===== config.mk =====
export PLATFORM = sky130hd
export DESIGN_NAME = pdt_seq
export DESIGN_NICKNAME = d
export VERILOG_FILES = /design/src/rtl/pdt_seq_pkg.sv /design/src/rtl/pdt_store.sv /design/src/rtl/pdt_decode.sv /design/src/rtl/pdt_walk_fsm.sv /design/src/rtl/pdt_seq.sv
export SDC_FILE = /design/constraint.sdc
export NUM_CORES = 2
export LEC_CHECK = 0
export ABC_AREA = 1
export ABC_CLOCK_PERIOD_IN_PS = 3700
export BUFFER_PORTS_ARGS = -buffer_cell sky130_fd_sc_hd__buf_4
export CORE_ASPECT_RATIO = 0.75
export CORE_MARGIN = 1
export CORE_UTILIZATION = 40
export CTS_CLUSTER_DIAMETER = 60
export DETAILED_ROUTE_END_ITERATION = 10
export SLEW_MARGIN = 20
export SYNTH_ARGS = -nofsm -noshare
export SYNTH_HDL_FRONTEND = slang
export SYNTH_SLANG_ARGS = --single-unit

===== constraint.sdc =====
create_clock -name clk -period 3.7 [get_ports clk]
set_input_delay 0.37 -clock clk [delete_from_list [all_inputs] [get_ports clk]]
set_output_delay 0.37 -clock clk [all_outputs]
set_load 0.005 [all_outputs]

===== src/rtl/pdt_seq_pkg.sv =====
package pdt_seq_pkg;

  // descriptor kinds; request memory class uses the same code
  localparam logic [1:0] KIND_SRAM   = 2'd0;
  localparam logic [1:0] KIND_TCAM   = 2'd1;
  localparam logic [1:0] KIND_BRANCH = 2'd2;
  localparam logic [1:0] KIND_RSVD   = 2'd3;

  // control operations
  localparam logic [1:0] OP_NOP   = 2'd0;
  localparam logic [1:0] OP_WRITE = 2'd1;
  localparam logic [1:0] OP_NEXT  = 2'd2;
  localparam logic [1:0] OP_CLEAR = 2'd3;

  typedef enum logic [1:0] {
    WS_IDLE,
    WS_FETCH,
    WS_REQ
  } walk_state_e;

endpackage


===== src/rtl/pdt_store.sv =====
module pdt_store
  import pdt_seq_pkg::*;
#(
  parameter int DEPTH = 64,
  parameter int IW    = 6,
  parameter int HW    = 48
) (
  input  logic          clk,
  input  logic          rst_n,
  input  logic [1:0]    wr_op_i,
  input  logic [IW-1:0] wr_idx_i,
  input  logic [HW-1:0] wr_hi_i,
  input  logic [IW-1:0] wr_nx_i,
  input  logic [IW-1:0] rd_idx_i,
  output logic [HW-1:0] rd_hi_o,
  output logic [IW-1:0] rd_nx_o,
  output logic          rd_ok_o
);

  logic [DEPTH-1:0] row_hit;
  logic [DEPTH-1:0] hi_en;
  logic [DEPTH-1:0] nx_en;
  logic [DEPTH-1:0] ok_d;
  logic [DEPTH-1:0] ok_q;
  logic [HW-1:0]    hi_q [DEPTH];
  logic [IW-1:0]    nx_q [DEPTH];
  logic             rd_in_range;

  genvar g;
  generate
    for (g = 0; g < DEPTH; g++) begin : g_row
      assign row_hit[g] = (wr_idx_i == IW'(g));
      assign hi_en[g]   = row_hit[g] && (wr_op_i == OP_WRITE);
      assign nx_en[g]   = row_hit[g] && ((wr_op_i == OP_WRITE) || (wr_op_i == OP_NEXT));
    end
  endgenerate

  // populated flags: next state
  always_comb begin
    ok_d = ok_q;
    for (int r = 0; r < DEPTH; r++) begin
      if (hi_en[r]) begin
        ok_d[r] = 1'b1;
      end else if (row_hit[r] && (wr_op_i == OP_CLEAR)) begin
        ok_d[r] = 1'b0;
      end
    end
  end

  always_ff @(posedge clk or negedge rst_n) begin
    if (!rst_n) begin
      ok_q <= '0;
    end else begin
      ok_q <= ok_d;
    end
  end

  // descriptor storage, one clock enable per row and field group
  always_ff @(posedge clk) begin
    for (int r = 0; r < DEPTH; r++) begin
      if (hi_en[r]) begin
        hi_q[r] <= wr_hi_i;
      end
      if (nx_en[r]) begin
        nx_q[r] <= wr_nx_i;
      end
    end
  end

  assign rd_in_range = (32'(rd_idx_i) < DEPTH);
  assign rd_ok_o     = rd_in_range && ok_q[rd_idx_i];
  assign rd_hi_o     = hi_q[rd_idx_i];
  assign rd_nx_o     = nx_q[rd_idx_i];

endmodule


===== src/rtl/pdt_decode.sv =====
module pdt_decode
  import pdt_seq_pkg::*;
#(
  parameter int AW = 12
) (
  input  logic [1:0]    kind_i,
  input  logic [AW-1:0] base_i,
  input  logic [AW-1:0] size_i,
  input  logic [AW-1:0] off_i,
  output logic [1:0]    tgt_o,
  output logic [AW-1:0] addr_o,
  output logic          fault_o,
  output logic          branch_o
);

  logic out_of_region;
  logic bad_kind;

  assign out_of_region = (off_i >= size_i);
  assign bad_kind      = (kind_i == KIND_RSVD);
  assign fault_o       = out_of_region || bad_kind;
  assign branch_o      = (kind_i == KIND_BRANCH);
  assign tgt_o         = kind_i;
  assign addr_o        = base_i + off_i;

endmodule


===== src/rtl/pdt_walk_fsm.sv =====
module pdt_walk_fsm
  import pdt_seq_pkg::*;
#(
  parameter int            IW    = 6,
  parameter int            AW    = 12,
  parameter int            KW    = 8,
  parameter logic [IW-1:0] START = '0
) (
  input  logic          clk,
  input  logic          rst_n,
  input  logic          start_i,
  input  logic          ent_ok_i,
  input  logic          fault_i,
  input  logic [1:0]    tgt_i,
  input  logic [AW-1:0] addr_i,
  input  logic [KW-1:0] key_i,
  input  logic [1:0]    mk_i,
  input  logic [IW-1:0] nx_i,
  input  logic          br_i,
  input  logic          ack_i,
  input  logic          cond_i,
  input  logic [IW-1:0] jt_i,
  input  logic [IW-1:0] jf_i,
  output logic [IW-1:0] rd_idx_o,
  output logic          req_o,
  output logic [1:0]    tgt_o,
  output logic [AW-1:0] addr_o,
  output logic [KW-1:0] key_o,
  output logic [1:0]    mk_o,
  output logic          busy_o,
  output logic          done_o,
  output logic          err_o
);

  localparam logic [IW-1:0] NULL_IDX = '1;

  walk_state_e   st_q, st_d;
  logic [IW-1:0] idx_q, idx_d;
  logic [IW-1:0] succ;
  logic          done_q, done_d;
  logic          err_q, err_d;
  logic          cap_en;

  logic [1:0]    tgt_q;
  logic [AW-1:0] addr_q;
  logic [KW-1:0] key_q;
  logic [1:0]    mk_q;
  logic [IW-1:0] nx_q;
  logic          br_q;

  // next state
  always_comb begin
    st_d   = st_q;
    idx_d  = idx_q;
    done_d = 1'b0;
    err_d  = 1'b0;
    cap_en = 1'b0;
    succ   = br_q ? (cond_i ? jt_i : jf_i) : nx_q;
    unique case (st_q)
      WS_IDLE: begin
        if (start_i) begin
          idx_d = START;
          st_d  = WS_FETCH;
        end
      end
      WS_FETCH: begin
        if (!ent_ok_i || fault_i) begin
          err_d = 1'b1;
          st_d  = WS_IDLE;
        end else begin
          cap_en = 1'b1;
          st_d   = WS_REQ;
        end
      end
      WS_REQ: begin
        if (ack_i) begin
          if (succ == NULL_IDX) begin
            done_d = 1'b1;
            st_d   = WS_IDLE;
          end else begin
            idx_d = succ;
            st_d  = WS_FETCH;
          end
        end
      end
      default: st_d = WS_IDLE;
    endcase
  end

  // control registers
  always_ff @(posedge clk or negedge rst_n) begin
    if (!rst_n) begin
      st_q   <= WS_IDLE;
      idx_q  <= START;
      done_q <= 1'b0;
      err_q  <= 1'b0;
    end else begin
      st_q   <= st_d;
      idx_q  <= idx_d;
      done_q <= done_d;
      err_q  <= err_d;
    end
  end

  // descriptor snapshot taken once per visit
  always_ff @(posedge clk) begin
    if (cap_en) begin
      tgt_q  <= tgt_i;
      addr_q <= addr_i;
      key_q  <= key_i;
      mk_q   <= mk_i;
      nx_q   <= nx_i;
      br_q   <= br_i;
    end
  end

  assign rd_idx_o = idx_q;
  assign req_o    = (st_q == WS_REQ);
  assign busy_o   = (st_q != WS_IDLE);
  assign tgt_o    = tgt_q;
  assign addr_o   = addr_q;
  assign key_o    = key_q;
  assign mk_o     = mk_q;
  assign done_o   = done_q;
  assign err_o    = err_q;

endmodule


===== src/rtl/pdt_seq.sv =====
module pdt_seq
  import pdt_seq_pkg::*;
#(
  parameter  int DEPTH = 64,
  parameter  int AW    = 12,
  parameter  int KW    = 8,
  localparam int IW    = $clog2(DEPTH),
  localparam int EW    = 4 + KW + 3 * AW + IW
) (
  input  logic          clk,
  input  logic          rst_n,
  input  logic          start_i,
  output logic          busy_o,
  output logic          done_o,
  output logic          err_o,
  input  logic [1:0]    cfg_op_i,
  input  logic [IW-1:0] cfg_idx_i,
  input  logic [EW-1:0] cfg_entry_i,
  output logic          lk_req_o,
  output logic [IW-1:0] lk_idx_o,
  output logic [1:0]    lk_tgt_o,
  output logic [AW-1:0] lk_addr_o,
  output logic [KW-1:0] lk_key_o,
  output logic [1:0]    lk_mkind_o,
  input  logic          lk_ack_i,
  input  logic          lk_cond_i,
  input  logic [IW-1:0] lk_jmp_t_i,
  input  logic [IW-1:0] lk_jmp_f_i
);

  localparam int HW     = EW - IW;
  localparam int OFF_LO = IW;
  localparam int SZ_LO  = OFF_LO + AW;
  localparam int BS_LO  = SZ_LO + AW;
  localparam int KEY_LO = BS_LO + AW;
  localparam int MK_LO  = KEY_LO + KW;
  localparam int KD_LO  = MK_LO + 2;

  // reset: asserted asynchronously, released on the clock
  logic [1:0] rst_sync_q;
  logic       rst_int_n;

  always_ff @(posedge clk or negedge rst_n) begin
    if (!rst_n) begin
      rst_sync_q <= 2'b00;
    end else begin
      rst_sync_q <= {rst_sync_q[0], 1'b1};
    end
  end
  assign rst_int_n = rst_sync_q[1];

  logic [IW-1:0] rd_idx;
  logic [HW-1:0] rd_hi;
  logic [IW-1:0] rd_nx;
  logic          rd_ok;
  logic [EW-1:0] rd_ent;

  pdt_store #(
    .DEPTH (DEPTH),
    .IW    (IW),
    .HW    (HW)
  ) store_i (
    .clk      (clk),
    .rst_n    (rst_int_n),
    .wr_op_i  (cfg_op_i),
    .wr_idx_i (cfg_idx_i),
    .wr_hi_i  (cfg_entry_i[EW-1:IW]),
    .wr_nx_i  (cfg_entry_i[IW-1:0]),
    .rd_idx_i (rd_idx),
    .rd_hi_o  (rd_hi),
    .rd_nx_o  (rd_nx),
    .rd_ok_o  (rd_ok)
  );

  assign rd_ent = {rd_hi, rd_nx};

  logic [1:0]    dec_tgt;
  logic [AW-1:0] dec_addr;
  logic          dec_fault;
  logic          dec_br;

  pdt_decode #(
    .AW (AW)
  ) decode_i (
    .kind_i   (rd_ent[KD_LO +: 2]),
    .base_i   (rd_ent[BS_LO +: AW]),
    .size_i   (rd_ent[SZ_LO +: AW]),
    .off_i    (rd_ent[OFF_LO +: AW]),
    .tgt_o    (dec_tgt),
    .addr_o   (dec_addr),
    .fault_o  (dec_fault),
    .branch_o (dec_br)
  );

  pdt_walk_fsm #(
    .IW    (IW),
    .AW    (AW),
    .KW    (KW),
    .START ('0)
  ) walk_i (
    .clk      (clk),
    .rst_n    (rst_int_n),
    .start_i  (start_i),
    .ent_ok_i (rd_ok),
    .fault_i  (dec_fault),
    .tgt_i    (dec_tgt),
    .addr_i   (dec_addr),
    .key_i    (rd_ent[KEY_LO +: KW]),
    .mk_i     (rd_ent[MK_LO +: 2]),
    .nx_i     (rd_nx),
    .br_i     (dec_br),
    .ack_i    (lk_ack_i),
    .cond_i   (lk_cond_i),
    .jt_i     (lk_jmp_t_i),
    .jf_i     (lk_jmp_f_i),
    .rd_idx_o (rd_idx),
    .req_o    (lk_req_o),
    .tgt_o    (lk_tgt_o),
    .addr_o   (lk_addr_o),
    .key_o    (lk_key_o),
    .mk_o     (lk_mkind_o),
    .busy_o   (busy_o),
    .done_o   (done_o),
    .err_o    (err_o)
  );

  assign lk_idx_o = rd_idx;

endmodule


* Word-level counts from Yosys, hierarchy flattened
Memories as Yosys holds them, arrays and structs flattened. A register that Yosys moved wholly into a read port is not among the register bits.
Cells that the tools add are included.
** Storage, ports and cells
- Bits in registers :: 101
- RAM bits :: 3456
- Output and inout port bits :: 34
- Memories :: 2
** Memory list
- store_i.hi_q :: depth 64, bits a word 48, rd ports 1, clocked after memory_dff 0, write ports 1, RTL line pdt_store.sv:25 : logic [HW-1:0] hi_q [DEPTH];
- store_i.nx_q :: depth 64, bits a word 6, rd ports 1, clocked after memory_dff 1, write ports 1, RTL line pdt_store.sv:26 : logic [IW-1:0] nx_q [DEPTH];
** Cells by class
- Add/subtract/negate cells :: 1
- Magnitude comparators :: 2
- Equality and inequality tests :: 74
- Muxes and demuxes :: 782
- Reductions and logical operators :: 392
** Operators with widths (count)
- 48-bit two-way mux :: 63
- 48-bit OR reduction :: 63
- 6-bit two-way mux :: 194
- 1-bit two-way mux :: 519
- 6-bit OR reduction :: 63
- 6-bit equality test (second input constant) :: 33
- 1-bit logical AND :: 192
- 2-bit nonzero test :: 66
- 6-bit by 5-bit equality test with 1-bit output (second input constant) :: 16
- 6-bit by 4-bit equality test with 1-bit output (second input constant) :: 8
- 6-bit by 3-bit equality test with 1-bit output (second input constant) :: 4
- 12-bit adder :: 1
- 6-bit by 2-bit equality test with 1-bit output (second input constant) :: 2
- 12-bit >= comparator :: 1
- 6-bit case mux with 2 select lines :: 1
- 2-bit equality test (second input constant) :: 5
- 6-bit by 7-bit < comparator with 1-bit output (second input constant) :: 1
- 1-bit binary-select mux with 6-bit select :: 1
- 6-bit by 1-bit equality test with 1-bit output (second input constant) :: 1
- 6-bit zero test :: 1
- 2-bit two-way mux :: 3
- 2-bit case mux with 3 select lines :: 1
- 2-bit by 1-bit equality test with 1-bit output (second input constant) :: 2
- 2-bit inequality test (second input constant) :: 2
- 6 further kinds :: 8

* Logic depth before layout (Yosys ltp)
- Depth in word-level cells :: 69
- Gate-level depth with buffers :: 25

* Cells and area by module
A second synthesis with hierarchy kept.
** Second synthesis, totals
- Cells, all modules :: 12203
- Area, all modules :: 145186.7 um^2
** By module, submodules not included
- pdt_store :: instances 1, cells each 11901, area an instance 142561.7 um^2
- pdt_walk_fsm :: instances 1, cells each 123, area an instance 1594.0 um^2
- pdt_decode :: instances 1, cells each 176, area an instance 977.2 um^2
- pdt_seq :: instances 1, cells each 3, area an instance 53.8 um^2

* Least setup slack after synthesis
OpenSTA, ideal clock, no wires.
- Path kind :: flip-flop to flip-flop
- From :: register walk_i.idx_q[0], in the netlist walk_i.rd_idx_o[0]
- To :: register walk_i.addr_q[0], in the netlist walk_i.addr_o[0], enable pin
- Library setup time :: 386 ps
- Data arrival time :: 3338 ps
- Required time :: 3314 ps
- Path slack :: -24 ps
- Cell stages (with the launch flop) :: 24
- Buffers on the path :: 5
- Cell sequence :: dfrtp_1 > buf_4 > inv_4 > buf_8 > buf_4 > buf_4 > buf_2 > nor2_1 > o22ai_1 > nor2_1 > o22ai_1 > nand2_1 > nand3_1 > nand2_1 > ha_1 > nand2_1 > inv_1 > nand3_1 > inv_1 > nand3_1 > o2111ai_1 > a21oi_1 > nand4_1 > inv_1
** On the way
- Longest elaborated chain between the ends :: 6
- Elaborated cells on any way between the ends :: 10
- Classes of those cells :: order compare: 1; eq/ne: 1; mux: 4; reduce/logical: 3; memory: 1
** RTL lines
- start, declared :: RTL line pdt_walk_fsm.sv:38 : logic [IW-1:0] idx_q, idx_d;
- start signal, assigned :: RTL line pdt_walk_fsm.sv:99 : idx_q <= idx_d;
- memory 64 x 48 bit / 1-bit binary-select mux with 6-bit select (equally long branches)
- 12-bit >= comparator, or another cell as far along :: RTL line pdt_decode.sv:19 : assign out_of_region = (off_i >= size_i);
- 1-bit logical OR / 1-bit zero test (equally long branches) :: RTL line pdt_decode.sv:21, pdt_walk_fsm.sv:67
- 1-bit logical OR * :: RTL line pdt_walk_fsm.sv:67 : if (!ent_ok_i || fault_i) begin
- 1-bit two-way mux * :: RTL line pdt_walk_fsm.sv:67
- 1-bit two-way mux * :: RTL line pdt_walk_fsm.sv:59 : unique case (st_q)
- net walk_i.cap_en :: RTL line pdt_walk_fsm.sv:42 : logic cap_en;
- end signal, assigned :: RTL line pdt_walk_fsm.sv:109 : addr_q <= addr_i;
- end, declared :: RTL line pdt_walk_fsm.sv:45 : logic [AW-1:0] addr_q;
Mark *: on every way through the listed nets, which the timed path passes. The rest lies on a longest branch. The select of a mux whose other input is x is not followed.
A chain may end at the register's enable or synchronous reset.

* Worst setup path in the final report
- From :: register walk_i.idx_q[0], in the netlist walk_i.rd_idx_o[0]
- To :: register walk_i.tgt_q[0], in the netlist walk_i.tgt_o[0], enable pin
** On the way
- Longest elaborated chain between the ends :: 6
- Elaborated cells on any way between the ends :: 10
- Classes of those cells :: order compare: 1; eq/ne: 1; mux: 4; reduce/logical: 3; memory: 1
** RTL lines
- memory 64 x 48 bit / 1-bit binary-select mux with 6-bit select (equally long branches)
- 12-bit >= comparator, or another cell as far along :: RTL line pdt_decode.sv:19
- 1-bit logical OR / 1-bit zero test (equally long branches) :: RTL line pdt_decode.sv:21, pdt_walk_fsm.sv:67
- 1-bit logical OR * :: RTL line pdt_walk_fsm.sv:67
- 1-bit two-way mux * :: RTL line pdt_walk_fsm.sv:67
- 1-bit two-way mux * :: RTL line pdt_walk_fsm.sv:59
- net walk_i.cap_en :: RTL line pdt_walk_fsm.sv:42
- end signal, assigned :: RTL line pdt_walk_fsm.sv:108 : tgt_q <= tgt_i;
- end, declared :: RTL line pdt_walk_fsm.sv:44 : logic [1:0] tgt_q;
Marked as above.

==> run metrics <==
Detailed Routing Iterations Pass 1 9; Final min period roughly 4200 ps; Crit Path Max Fanout 28; Die Wd roughly 700 µm; mapped cell area between 100000 and 150000 µm²; vias in the first global route a little over 90000; Hold Crit Class input port to flop; Gate power share 28.8%; Final Max Slew Viols 0; Synth Flop Type edfxtp_1; Setup WS post-layout -521 ps; P_sw ~36000 µW; 1st-iter DRT viols between 15000 and 20000; TritonCTS clock tree yes; first-pass GRT wire length roughly 700000 µm; Sw Share approximately a third; Critical Path RT between 4000 and 5000 ps; clk buf depth 4; actual slew at the worst max-slew pin about 1200 ps; Critical Path AT ~4800 ps; most frequent cell after synthesis edfxtp_1; Synth Instances 11127; initial antenna violation count 19; internal power approximately 76000 µW; Area growth, synth to finish 16.8%; Tot GR Track Use between 20% and 30%; Overall Power approximately 110000 µW; CP startpoint kind flop; Max Cap Violations 0; GP Congestion ~0.9; via count around 100000; Fin. Hold Viols 0; Final Setup Violations 42; Synth async-reset ratio under 10%; H-tree depth 5; failing checks setup timing; critical path class flop to flop; Yosys top cell area share between 70% and 80%; cell taking the most area after synthesis edfxtp_1; final period utilization 114%; DRC 0; ranking of synthesized cells by area edfxtp_1 (74%), o21ai_0 (6.5%), nor2_1 (5.2%); Post-DRT Antenna Nets 0; pre-CTS setup slack -676 ps; Routed WL per cell approximately 30 µm; GRT overflow 0; io pins between 100 and 150; nets around 12000; via/cell ratio around 6.1; final WL about 490000 µm; ratio of cells with drive above 1 in the final layout about an eighth; Die Height 518 µm; total CTS buffers ~340; clock slew at reported path FFs 60 ps; leading post-synthesis cells by instance count edfxtp_1 (3487), nor2_1 (1957), o21ai_0 (1834); Rel. slew slack between 15 and 20%; EDFF count, synth 3487; worst clock skew 62.1 ps; initial core utilization 40.4%; pin count of the biggest net entering global routing 105; sequential cell area fraction in the yosys report about 75%; FP Rows between 150 and 200; clk sinks 3563; Avg Cell Area, Syn between 10 and 15 µm²; Synth cell types 38; sequential share of power just over 40%; RSZ-0062 raised after global routing true; hold slack final between 30 and 40 ps; Pleak 0.0554 µW; Placeable Area 351000 µm²; Worst Setup End Kind flop; status complete, but fails checks; worst skew pair latency approximately 930 ps; Max Freq ~240 MHz; die footprint 357000 µm²; port bufs 112; Synth Warn # 0; clock power share about 30%; Worst VDD drop 0.694 mV; CTS root buf clkbuf_16; Power Dens Cells 678 nW/µm²; fill count 30313; syn nets 11232; Post-DP HPWL approximately 250000 µm; Seq cells post-synth between 3000 and 4000
worst paths after layout:
| path | from | end | slack, ps | depth (start not counted) |
|---|---|---|---|---|
| setup / recovery | walk_i.rd_idx_o[0] | walk_i.tgt_o[0] | -520 | 21 |
| hold / removal | cfg_entry_i[4] | store_i.nx_q[36][4] | 30 | 1 |
| setup reg to reg | walk_i.rd_idx_o[0] | walk_i.tgt_o[0] | -520 | 21 |
| hold reg to reg | rst_sync_q[0] | rst_sync_q[1] | 350 | 0 |
| max in group asynchronous | rst_sync_q[1] | store_i.ok_q[1] | 2300 | 1 |
| min in group asynchronous | rst_n | rst_sync_q[1] | 320 | 3 |
metal layers:
layer,track usage (%),vias up,routed length (µm)
li1,-,41819,-
met1,37.9,50066,193000
met2,39.3,6900,212000
met3,5.90,1149,62300
met4,10.5,10,22600
met5,0,-,52
layout by cell type (no fill, tap or decap), types with 34 or more instances in the layout:
| cell | netlist | final |
|---|---|---|
| a21oi_1 | 68 | 61 |
| buf_12 | 0 | 186 |
| buf_4 | 90 | 543 |
| buf_6 | 18 | 34 |
| clkbuf_1 | 396 | 66 |
| clkbuf_16 | 0 | 352 |
| clkinv_1 | 1 | 79 |
| clkinv_2 | 1 | 47 |
| dfrtp_1 | 76 | 69 |
| dlygate4sd3_1 | 0 | 56 |
| edfxtp_1 | 3487 | 3487 |
| inv_1 | 113 | 109 |
| nand2_1 | 1059 | 1046 |
| nand3_1 | 718 | 707 |
| nor2_1 | 1957 | 1892 |
| nor2_4 | 0 | 64 |
| o21ai_0 | 1834 | 1811 |
| o21ai_1 | 60 | 82 |
| o22ai_1 | 864 | 857 |
sequential cells by signal, summed over array words and instances, names as in the netlist:
| register | count |
|---|---|
| store_i.nx_q | 384 |
| walk_i.mk_o | 2 |
| walk_i.nx_q | 6 |
| walk_i.key_o | 8 |
| rst_sync_q | 2 |
| walk_i.rd_idx_o | 6 |
| walk_i.tgt_o | 2 |
| walk_i.err_o | 1 |
| walk_i.br_q | 1 |
| walk_i.done_o | 1 |
| walk_i.addr_o | 12 |
| store_i.hi_q | 3072 |
| store_i.ok_q | 64 |
| walk_i.st_q | 2 |
logic make-up after synthesis:
logic type               Yosys count  synth area share, %
AND/OR/NAND/NOR                 3762                 10.6
flip-flops                      3563                 75.2
AO/OA/AOI/OAI                   2847                 10.9
buffers and inverters            919                 2.98
adder cells (fa/ha/maj)           26                0.235
XOR/XNOR                           9               0.0556
other                              1              0.00265
metrics by stage:
| step | instances | cell area (µm²) | util, % | setup TNS [ps] |
|---|---|---|---|---|
| after floorplan | 11127 | 142000 | - | 0 |
| after global placement | 15752 | 153000 | 43.4 | -21990 |
| after detailed placement | 15754 | 153000 | 43.4 | -24710 |
| after CTS | 16450 | 165000 | 47.1 | -12800 |
| after global routing | 16461 | 166000 | 47.1 | -22600 |
| final | 16464 | 166000 | 47.1 | -18230 |
critical path: stages, from the launching register on:
cell and delay, ps:
dfrtp_4 600, inv_16 170, buf_12 170, buf_6 180
buf_12 190, nor2_1 50, o22ai_1 190, nand2_1 80
nand3_1 120, nand3_2 130, a21oi_2 180, or2_4 180
buf_12 120, ha_1 230, nand2_2 100, o21ai_0 100
nand2_1 100, o2111ai_2 130, a21oi_2 240, nand4_1 200
clkinvlp_4 200, buf_12 190
power by group through the flow:
stage               combinational (µW)  clock (µW)  sequential [µW]
finish                           32300       34700            45300
global route                     34600       36400            45300
CTS                              31400       34900            45300
detailed placement               29700           0            46100
global placement                 29300           0            46100
floorplan                        16100           0            46000
layout make-up:
cell class / count / area (µm²) / area share (%)
Sequential cell: 3563 / 107000 / 64.4
Tap cell: 4655 / 5820 / 3.52
Timing Repair Buffer: 874 / 10200 / 6.14
Antenna cell: 4 / 10.0 / 0.00605
Timing Repair inverter: 3 / 42.5 / 0.0257
Multi-Input combinational cell: 6645 / 31600 / 19.1
Inverter: 120 / 524 / 0.317
Clock inverter: 183 / 1770 / 1.07
Clock buffer: 417 / 8960 / 5.41
timing repair:
action | CTS | global route
hold endpoints to repair | 2836 | 0
endpoints found under the setup margin | 44 | 50
gates cloned | 22 | 7
resized for setup | 146 | 29
hold buffers | 56 | 0
pin swaps | 15 | 3
setup buffers | 18 | 2
Power figures use the tool's default switching activity.
